==> src/rtl/gpio_irq_sense_pkg.sv <==
// Shared decision logic for the GPIO interrupt sense unit.
// Assumes levels are already synchronized to the clock.
package gpio_irq_sense_pkg;

    // Next interrupt state of one pin from its mode, old and new level.
    function automatic logic next_irq_state(
        input logic part,
        input logic edge_mode,
        input logic both,
        input logic polar,
        input logic old_lvl,
        input logic new_lvl,
        input logic cur
    );
        logic res;
        if (!part)
            res = edge_mode ? 1'b0 : cur;
        else if (!edge_mode)
            res = (new_lvl != polar);
        else if (both)
            res = (old_lvl != new_lvl);
        else if (polar)
            res = old_lvl & ~new_lvl;
        else
            res = ~old_lvl & new_lvl;
        return res;
    endfunction

endpackage

==> src/rtl/gpio_pin_sync.sv <==
// Two-stage synchronizer for a vector of asynchronous pin levels.
// Assumes each bit is independent; no bus coherence is needed.
module gpio_pin_sync #(
    parameter int W = 16
) (
    input  logic         clk,
    input  logic         rst_n,
    input  logic [W-1:0] async_in,
    output logic [W-1:0] sync_out
);
    logic [W-1:0] stage1;

    // Shift the pin levels through two flops.
    always_ff @(posedge clk) begin
        if (!rst_n) begin
            stage1   <= '0;
            sync_out <= '0;
        end else begin
            stage1   <= async_in;
            sync_out <= stage1;
        end
    end
endmodule

==> src/rtl/gpio_pin_sense.sv <==
// Interrupt condition of a single pin: records the pin level and
// derives the level or one-cycle edge state from the configuration.
// Assumes new_lvl is synchronous to clk.
module gpio_pin_sense
    import gpio_irq_sense_pkg::*;
(
    input  logic clk,
    input  logic rst_n,
    input  logic part,
    input  logic edge_mode,
    input  logic both,
    input  logic polar,
    input  logic new_lvl,
    output logic level_q,
    output logic state_q
);
    // Recorded level follows the pin only while the pin takes part.
    always_ff @(posedge clk) begin
        if (!rst_n)
            level_q <= 1'b0;
        else if (part)
            level_q <= new_lvl;
    end

    // Interrupt state: level condition, or one-cycle edge event.
    always_ff @(posedge clk) begin
        if (!rst_n)
            state_q <= 1'b0;
        else
            state_q <= next_irq_state(part, edge_mode, both, polar,
                                      level_q, new_lvl, state_q);
    end
endmodule

==> src/rtl/gpio_irq_combine.sv <==
// Masks the per-pin interrupt states onto two registered request lines.
// Assumes masks may change in any cycle.
module gpio_irq_combine #(
    parameter int W = 16
) (
    input  logic         clk,
    input  logic         rst_n,
    input  logic [W-1:0] state,
    input  logic [W-1:0] mask_a,
    input  logic [W-1:0] mask_b,
    output logic         irq_a,
    output logic         irq_b
);
    // Register the masked OR of each request line.
    always_ff @(posedge clk) begin
        if (!rst_n) begin
            irq_a <= 1'b0;
            irq_b <= 1'b0;
        end else begin
            irq_a <= |(state & mask_a);
            irq_b <= |(state & mask_b);
        end
    end
endmodule

==> src/rtl/gpio_irq_sense.sv <==
// GPIO interrupt sense unit: synchronizes pins, evaluates each enabled
// input pin in level or edge mode and drives two masked requests.
// Assumes configuration and masks are synchronous to clk.
module gpio_irq_sense #(
    parameter int PINS = 16
) (
    input  logic            clk,
    input  logic            rst_n,
    input  logic [PINS-1:0] pin_in,
    input  logic [PINS-1:0] dir_cfg,
    input  logic [PINS-1:0] inen_cfg,
    input  logic [PINS-1:0] polar_cfg,
    input  logic [PINS-1:0] edge_cfg,
    input  logic [PINS-1:0] both_cfg,
    input  logic [PINS-1:0] mask_a,
    input  logic [PINS-1:0] mask_b,
    output logic            irq_a_o,
    output logic            irq_b_o
);
    logic [PINS-1:0] sync_lvl;
    logic [PINS-1:0] part;
    logic [PINS-1:0] level_q;
    logic [PINS-1:0] int_state;

    // A pin takes part only as an enabled input.
    assign part = ~dir_cfg & inen_cfg;

    gpio_pin_sync #(.W(PINS)) sync_i (
        .clk      (clk),
        .rst_n    (rst_n),
        .async_in (pin_in),
        .sync_out (sync_lvl)
    );

    for (genvar p = 0; p < PINS; p++) begin : g_pin
        gpio_pin_sense sense_i (
            .clk       (clk),
            .rst_n     (rst_n),
            .part      (part[p]),
            .edge_mode (edge_cfg[p]),
            .both      (both_cfg[p]),
            .polar     (polar_cfg[p]),
            .new_lvl   (sync_lvl[p]),
            .level_q   (level_q[p]),
            .state_q   (int_state[p])
        );
    end

    gpio_irq_combine #(.W(PINS)) comb_i (
        .clk    (clk),
        .rst_n  (rst_n),
        .state  (int_state),
        .mask_a (mask_a),
        .mask_b (mask_b),
        .irq_a  (irq_a_o),
        .irq_b  (irq_b_o)
    );
endmodule

==> config.mk <==
export PLATFORM = sky130hd
export DESIGN_NAME = gpio_irq_sense
export DESIGN_NICKNAME = d
export VERILOG_FILES = /design/src/rtl/gpio_irq_sense_pkg.sv /design/src/rtl/gpio_pin_sync.sv /design/src/rtl/gpio_pin_sense.sv /design/src/rtl/gpio_irq_combine.sv /design/src/rtl/gpio_irq_sense.sv
export SDC_FILE = /design/constraint.sdc
export NUM_CORES = 1
export LEC_CHECK = 0
export CORE_ASPECT_RATIO = 0.5
export CORE_MARGIN = 5
export CORE_UTILIZATION = 35
export CTS_CLUSTER_DIAMETER = 40
export DETAILED_ROUTE_END_ITERATION = 8
export PLACE_DENSITY = 0.66
export SLEW_MARGIN = 20
export SYNTH_ARGS = -nofsm -noshare
export SYNTH_HDL_FRONTEND = slang
export SYNTH_SLANG_ARGS = --single-unit
==> constraint.sdc <==
create_clock -name clk -period 3.7 [get_ports clk]
set_input_delay 0.74 -clock clk [delete_from_list [all_inputs] [get_ports clk]]
set_output_delay 0.74 -clock clk [all_outputs]
set_load 0.02 [all_outputs]
### Word level (Yosys, flattened, before mapping)

Cells that the tools add are included.

| storage, ports and cells | value |
|---|---|
| output and inout port bits | 2 |
| flip-flop bits (word level) | 66 |
| input bits | 130 |
| word-level logic and storage cells | 234 |

| cells by class | value |
|---|---|
| equal/unequal tests | 32 |
| bitwise operators | 68 |
| reductions and logical operators | 18 |
| muxes and demuxes | 80 |

Operator list:

| kind | count |
|---|---|
| 2-to-1 mux 1 bit | 80 |
| bitwise AND 16 bit | 3 |
| bitwise AND 1 bit | 32 |
| != test 1 bit | 32 |
| inverter 1 bit | 32 |
| nonzero test 2 bit | 16 |
| OR reduction 16 bit | 2 |
| inverter 16 bit | 1 |

### Depth between registers and ports, before layout

| depth | value |
|---|---|
| word-level depth | 6 |
| depth in mapped cells | 5 |
| depth with buffers taken out | 5 |

### Cells and area by module

A second synthesis with hierarchy kept.

| unflattened totals | value |
|---|---|
| cells, all modules | 347 |
| area, all modules | 3729.8 um^2 |

By module, submodules not included:

| module | seq. area each (um^2) | cells an instance | instances | area each (um^2) |
|---|---|---|---|---|
| gpio_pin_sense | 40.0 | 15 | 16 | 150.1 |
| gpio_pin_sync | 640.6 | 67 | 1 | 895.9 |
| gpio_irq_sense | 0.0 | 16 | 1 | 220.2 |
| gpio_irq_combine | 40.0 | 24 | 1 | 211.5 |

### Least setup slack after synthesis

Ideal clock, no wire load.

| timing | value |
|---|---|
| kind | input-to-reg |
| from | input port mask_a[7] |
| to | register comb_i.irq_a |
| stages | 4 |
| slack | 2182 ps |
| arrival time | 1403 ps |
| buffers on the path | 0 |
| required time | 3585 ps |
| cells stage by stage | a22o_1 a221oi_1 nand3_1 o21a_1 |

| on the way | value |
|---|---|
| cells in the longest elaborated chain, start to end | 2 |

Ends and longest elaborated chain:

| what | line | text |
|---|---|---|
| start, declared | gpio_irq_sense.sv:15 | `input logic [PINS-1:0] mask_a,` |
| bitwise AND 16 bit | gpio_irq_combine.sv:20 | `irq_a <= \|(state & mask_a);` |
| OR reduction 16 bit | gpio_irq_combine.sv:20 |  |
| end signal, assigned | gpio_irq_combine.sv:20 |  |
| end, declared | gpio_irq_combine.sv:11 | `output logic irq_a,` |

No other way between the ends.
A chain may end at the register's enable or synchronous reset.

### Final worst setup path

| timing | value |
|---|---|
| from | register comb_i.irq_a |
| to | output port irq_a_o |

RTL lines:

| what | line | text |
|---|---|---|
| end, declared | gpio_irq_sense.sv:17 | `output logic irq_a_o,` |

No word-level cell between the ends.

==> results.json <==
{
  "synth.cell_area_um2": 3400,
  "rows": 25,
  "nets": 666,
  "diodes": 0,
  "nFillCells": 898,
  "hold_path_depth": 1,
  "io_pins": 132,
  "cts_setup_buffers": 0,
  "critPathRequiredTime_ps": 2960,
  "yosysWarnings": 0,
  "wl_per_cell_um": 13.0,
  "worst_r2r_endpoint": "g_pin[9].sense_i.state_q$_SDFFE_PN0P_",
  "ff2ff_path_depth": 5,
  "cp.arrival_ps": 1290,
  "critical_path_depth": 1,
  "path_cells": "clkdlybuf4s50_1",
  "antenna_found_initial": 0,
  "p_leak_nw": 2.01,
  "vias": 2903,
  "cts_root_buffer": "clkbuf_16",
  "viasPerCell": 4.51,
  "synth_cells": 367,
  "grt_pass1_wl_um": 13100,
  "hold_class": "register to register",
  "die_y_um": 79.7,
  "core_area_um2": 9450,
  "drt_first_iter_violations": 93,
  "gp_congestion": 0.732,
  "hpwl_um": 6910,
  "final_common_cell": "clkdlybuf4s50_1",
  "ys_top_cells_by_area": "dfxtp_1, ha_1, and2_1, mux2_2, o21ai_0",
  "start_kind": "register",
  "r2r_slack_ps": 2430,
  "postCtsHoldBufs": 0,
  "yosysTopAreaCell": "dfxtp_1",
  "numCtsBuffers": 9,
  "htreeDepth": 3,
  "drive_gt1_share_pct": 6.50,
  "cts_buffer_depth": 2,
  "slew-limit-headroom_pct": 55.6,
  "end_kind": "output pin",
  "syn_avg_cell_area_um2": 9.26,
  "drc": 0,
  "setup_viol": 0,
  "initial_core_util_pct": 36.0,
  "critPathBufInv": 1,
  "fin_tns_setup_ps": 0,
  "final-hold-violation-count": 0,
  "layout.cells.non_filler": 643,
  "ys_seq_area_share_pct": 38.9,
  "worst-path-max-fanout": 1,
  "portBuffers": 131,
  "overflow": 0,
  "grt_usage_pct": 14.1,
  "tightestPinTransition_ps": 666,
  "fin_crit_ps": 2030,
  "ys_ff_latch": 66,
  "firstDrtPassIters": 4,
  "clk_latency_ps": 330,
  "p_per_area_nw_per_um2": 365,
  "fmax_ghz": 0.493,
  "mostFrequentLayoutCells": "clkdlybuf4s50_1, dfxtp_1, and2_1",
  "max_stage_delay_ps": 640,
  "syn2layout_area_growth_pct": 52.0,
  "crit_type": "register to output pin",
  "register_area_um2": 1320,
  "multi_input_area_um2": 1930,
  "grt_max_degree": 46,
  "synth_nets": 529,
  "startpoint": "comb_i.irq_a$_SDFF_PN0_",
  "dp_cells": 628,
  "status": "finished clean",
  "r2r-start": "sync_i.sync_out[9]$_SDFF_PN0_",
  "grt_pass1_vias": 2781,
  "synth_top_area_share_pct": 38.9,
  "cp_top_family": "buffers and inverters",
  "crit_slowest_cell": "clkdlybuf4s50_1",
  "drv_slew": 0,
  "die_x_um": 149,
  "clock_sinks": 66,
  "die-area_um2": 11900,
  "cts_tree": "yes",
  "clk_pin_slew_ps": 50,
  "drv_cap": 0,
  "ys_types": 19,
  "postRouteAntennaNets": 0,
  "finish.utilization_pct": 54.7,
  "wirelength_um": 8380,
  "rsz0062_at_grt": "no",
  "peakVddDrop_uv": 265,
  "post_cts_resized": 0,
  "finalCritPeriodShare_pct": 54.8,
  "skew_ps": 4.30,
  "worstSetupEndpoint": "irq_a_o"
}
-- cell families after synthesis --
| group | after synthesis | synth area share (%) |
|---|---|---|
| and+or+nand+nor | 116 | 19.4 |
| AOI/OAI and AO/OA | 82 | 16.1 |
| DFF | 66 | 38.9 |
| buffers and inverters | 39 | 4.42 |
| adders and majority gates | 32 | 11.8 |
| xor gates and xnor gates | 16 | 4.12 |
| muxes | 16 | 5.30 |
-- cell usage after synthesis --
cell type / number
dfxtp_1: 66
a221oi_1: 4
inv_1: 32
o21a_1: 2
nor2b_1: 16
mux2_2: 16
nor3b_1: 16
buf_2: 3
a22oi_1: 8
nand3_1: 4
o211ai_1: 16
ha_1: 32
o21ai_0: 32
a22o_1: 4
and2_1: 48
xor2_1: 16
nand2_1: 32
a211oi_1: 16
clkbuf_1: 4
-- worst min-delay path by stage --
stage	slack, ps	to	startpoint
after global placement	410	sync_i.sync_out[12]$_SDFF_PN0_	sync_i.stage1[12]$_SDFF_PN0_
after CTS	430	sync_i.sync_out[6]$_SDFF_PN0_	sync_i.stage1[6]$_SDFF_PN0_
after global routing	430	sync_i.sync_out[6]$_SDFF_PN0_	sync_i.stage1[6]$_SDFF_PN0_
after floorplan	410	sync_i.sync_out[0]$_SDFF_PN0_	sync_i.stage1[0]$_SDFF_PN0_
after detailed placement	420	sync_i.sync_out[13]$_SDFF_PN0_	sync_i.stage1[13]$_SDFF_PN0_
final	430	sync_i.sync_out[6]$_SDFF_PN0_	sync_i.stage1[6]$_SDFF_PN0_
-- cell type report --
cell class                 count  area share (%)
clock inverter                 2           0.678
inverter                      32            2.33
tap                          135            3.27
timing repair buffer         133            25.6
multi-input combinational    262            37.3
sequential                    66            25.6
clock buffer                  13            5.23
-- sequential cells by signal, indices dropped and copies added, names as in the netlist --
name / cells
g_pin.sense_i.level_q: 16
g_pin.sense_i.state_q: 16
sync_i.stage1: 16
sync_i.sync_out: 16
comb_i.irq_a: 1
comb_i.irq_b: 1
-- layer usage --
| layer | vias up | wire length, um | global-route usage, % |
|---|---|---|---|
| met4 | 0 | 96 | 3.84 |
| met3 | 8 | 400 | 4.65 |
| met2 | 47 | 4270 | 24.7 |
| met5 | - | 0 | 0 |
| li1 | 1534 | - | - |
| met1 | 1314 | 3600 | 16.8 |
-- stage by stage --
stage / worst slack (ps) / hold WS [ps] / power [mW] / cell area [um^2]
2_1_floorplan: 2180 / 412 / 0.868 / 3400
3_3_place_gp: 1690 / 414 / 1.04 / 4860
3_5_place_dp: 1690 / 419 / 1.05 / 4860
4_1_cts: 1650 / 428 / 1.92 / 5160
5_1_grt: 1650 / 434 / 1.99 / 5160
6_report: 1670 / 426 / 1.89 / 5160
-- power breakdown --
group | switching, mW | internal (mW) | total [mW]
Sequential | 0.0204 | 0.742 | 0.762
Combinational | 0.0849 | 0.180 | 0.265
Clock | 0.288 | 0.571 | 0.859
Total | 0.393 | 1.49 | 1.89
(Power assumes the default switching activity.)
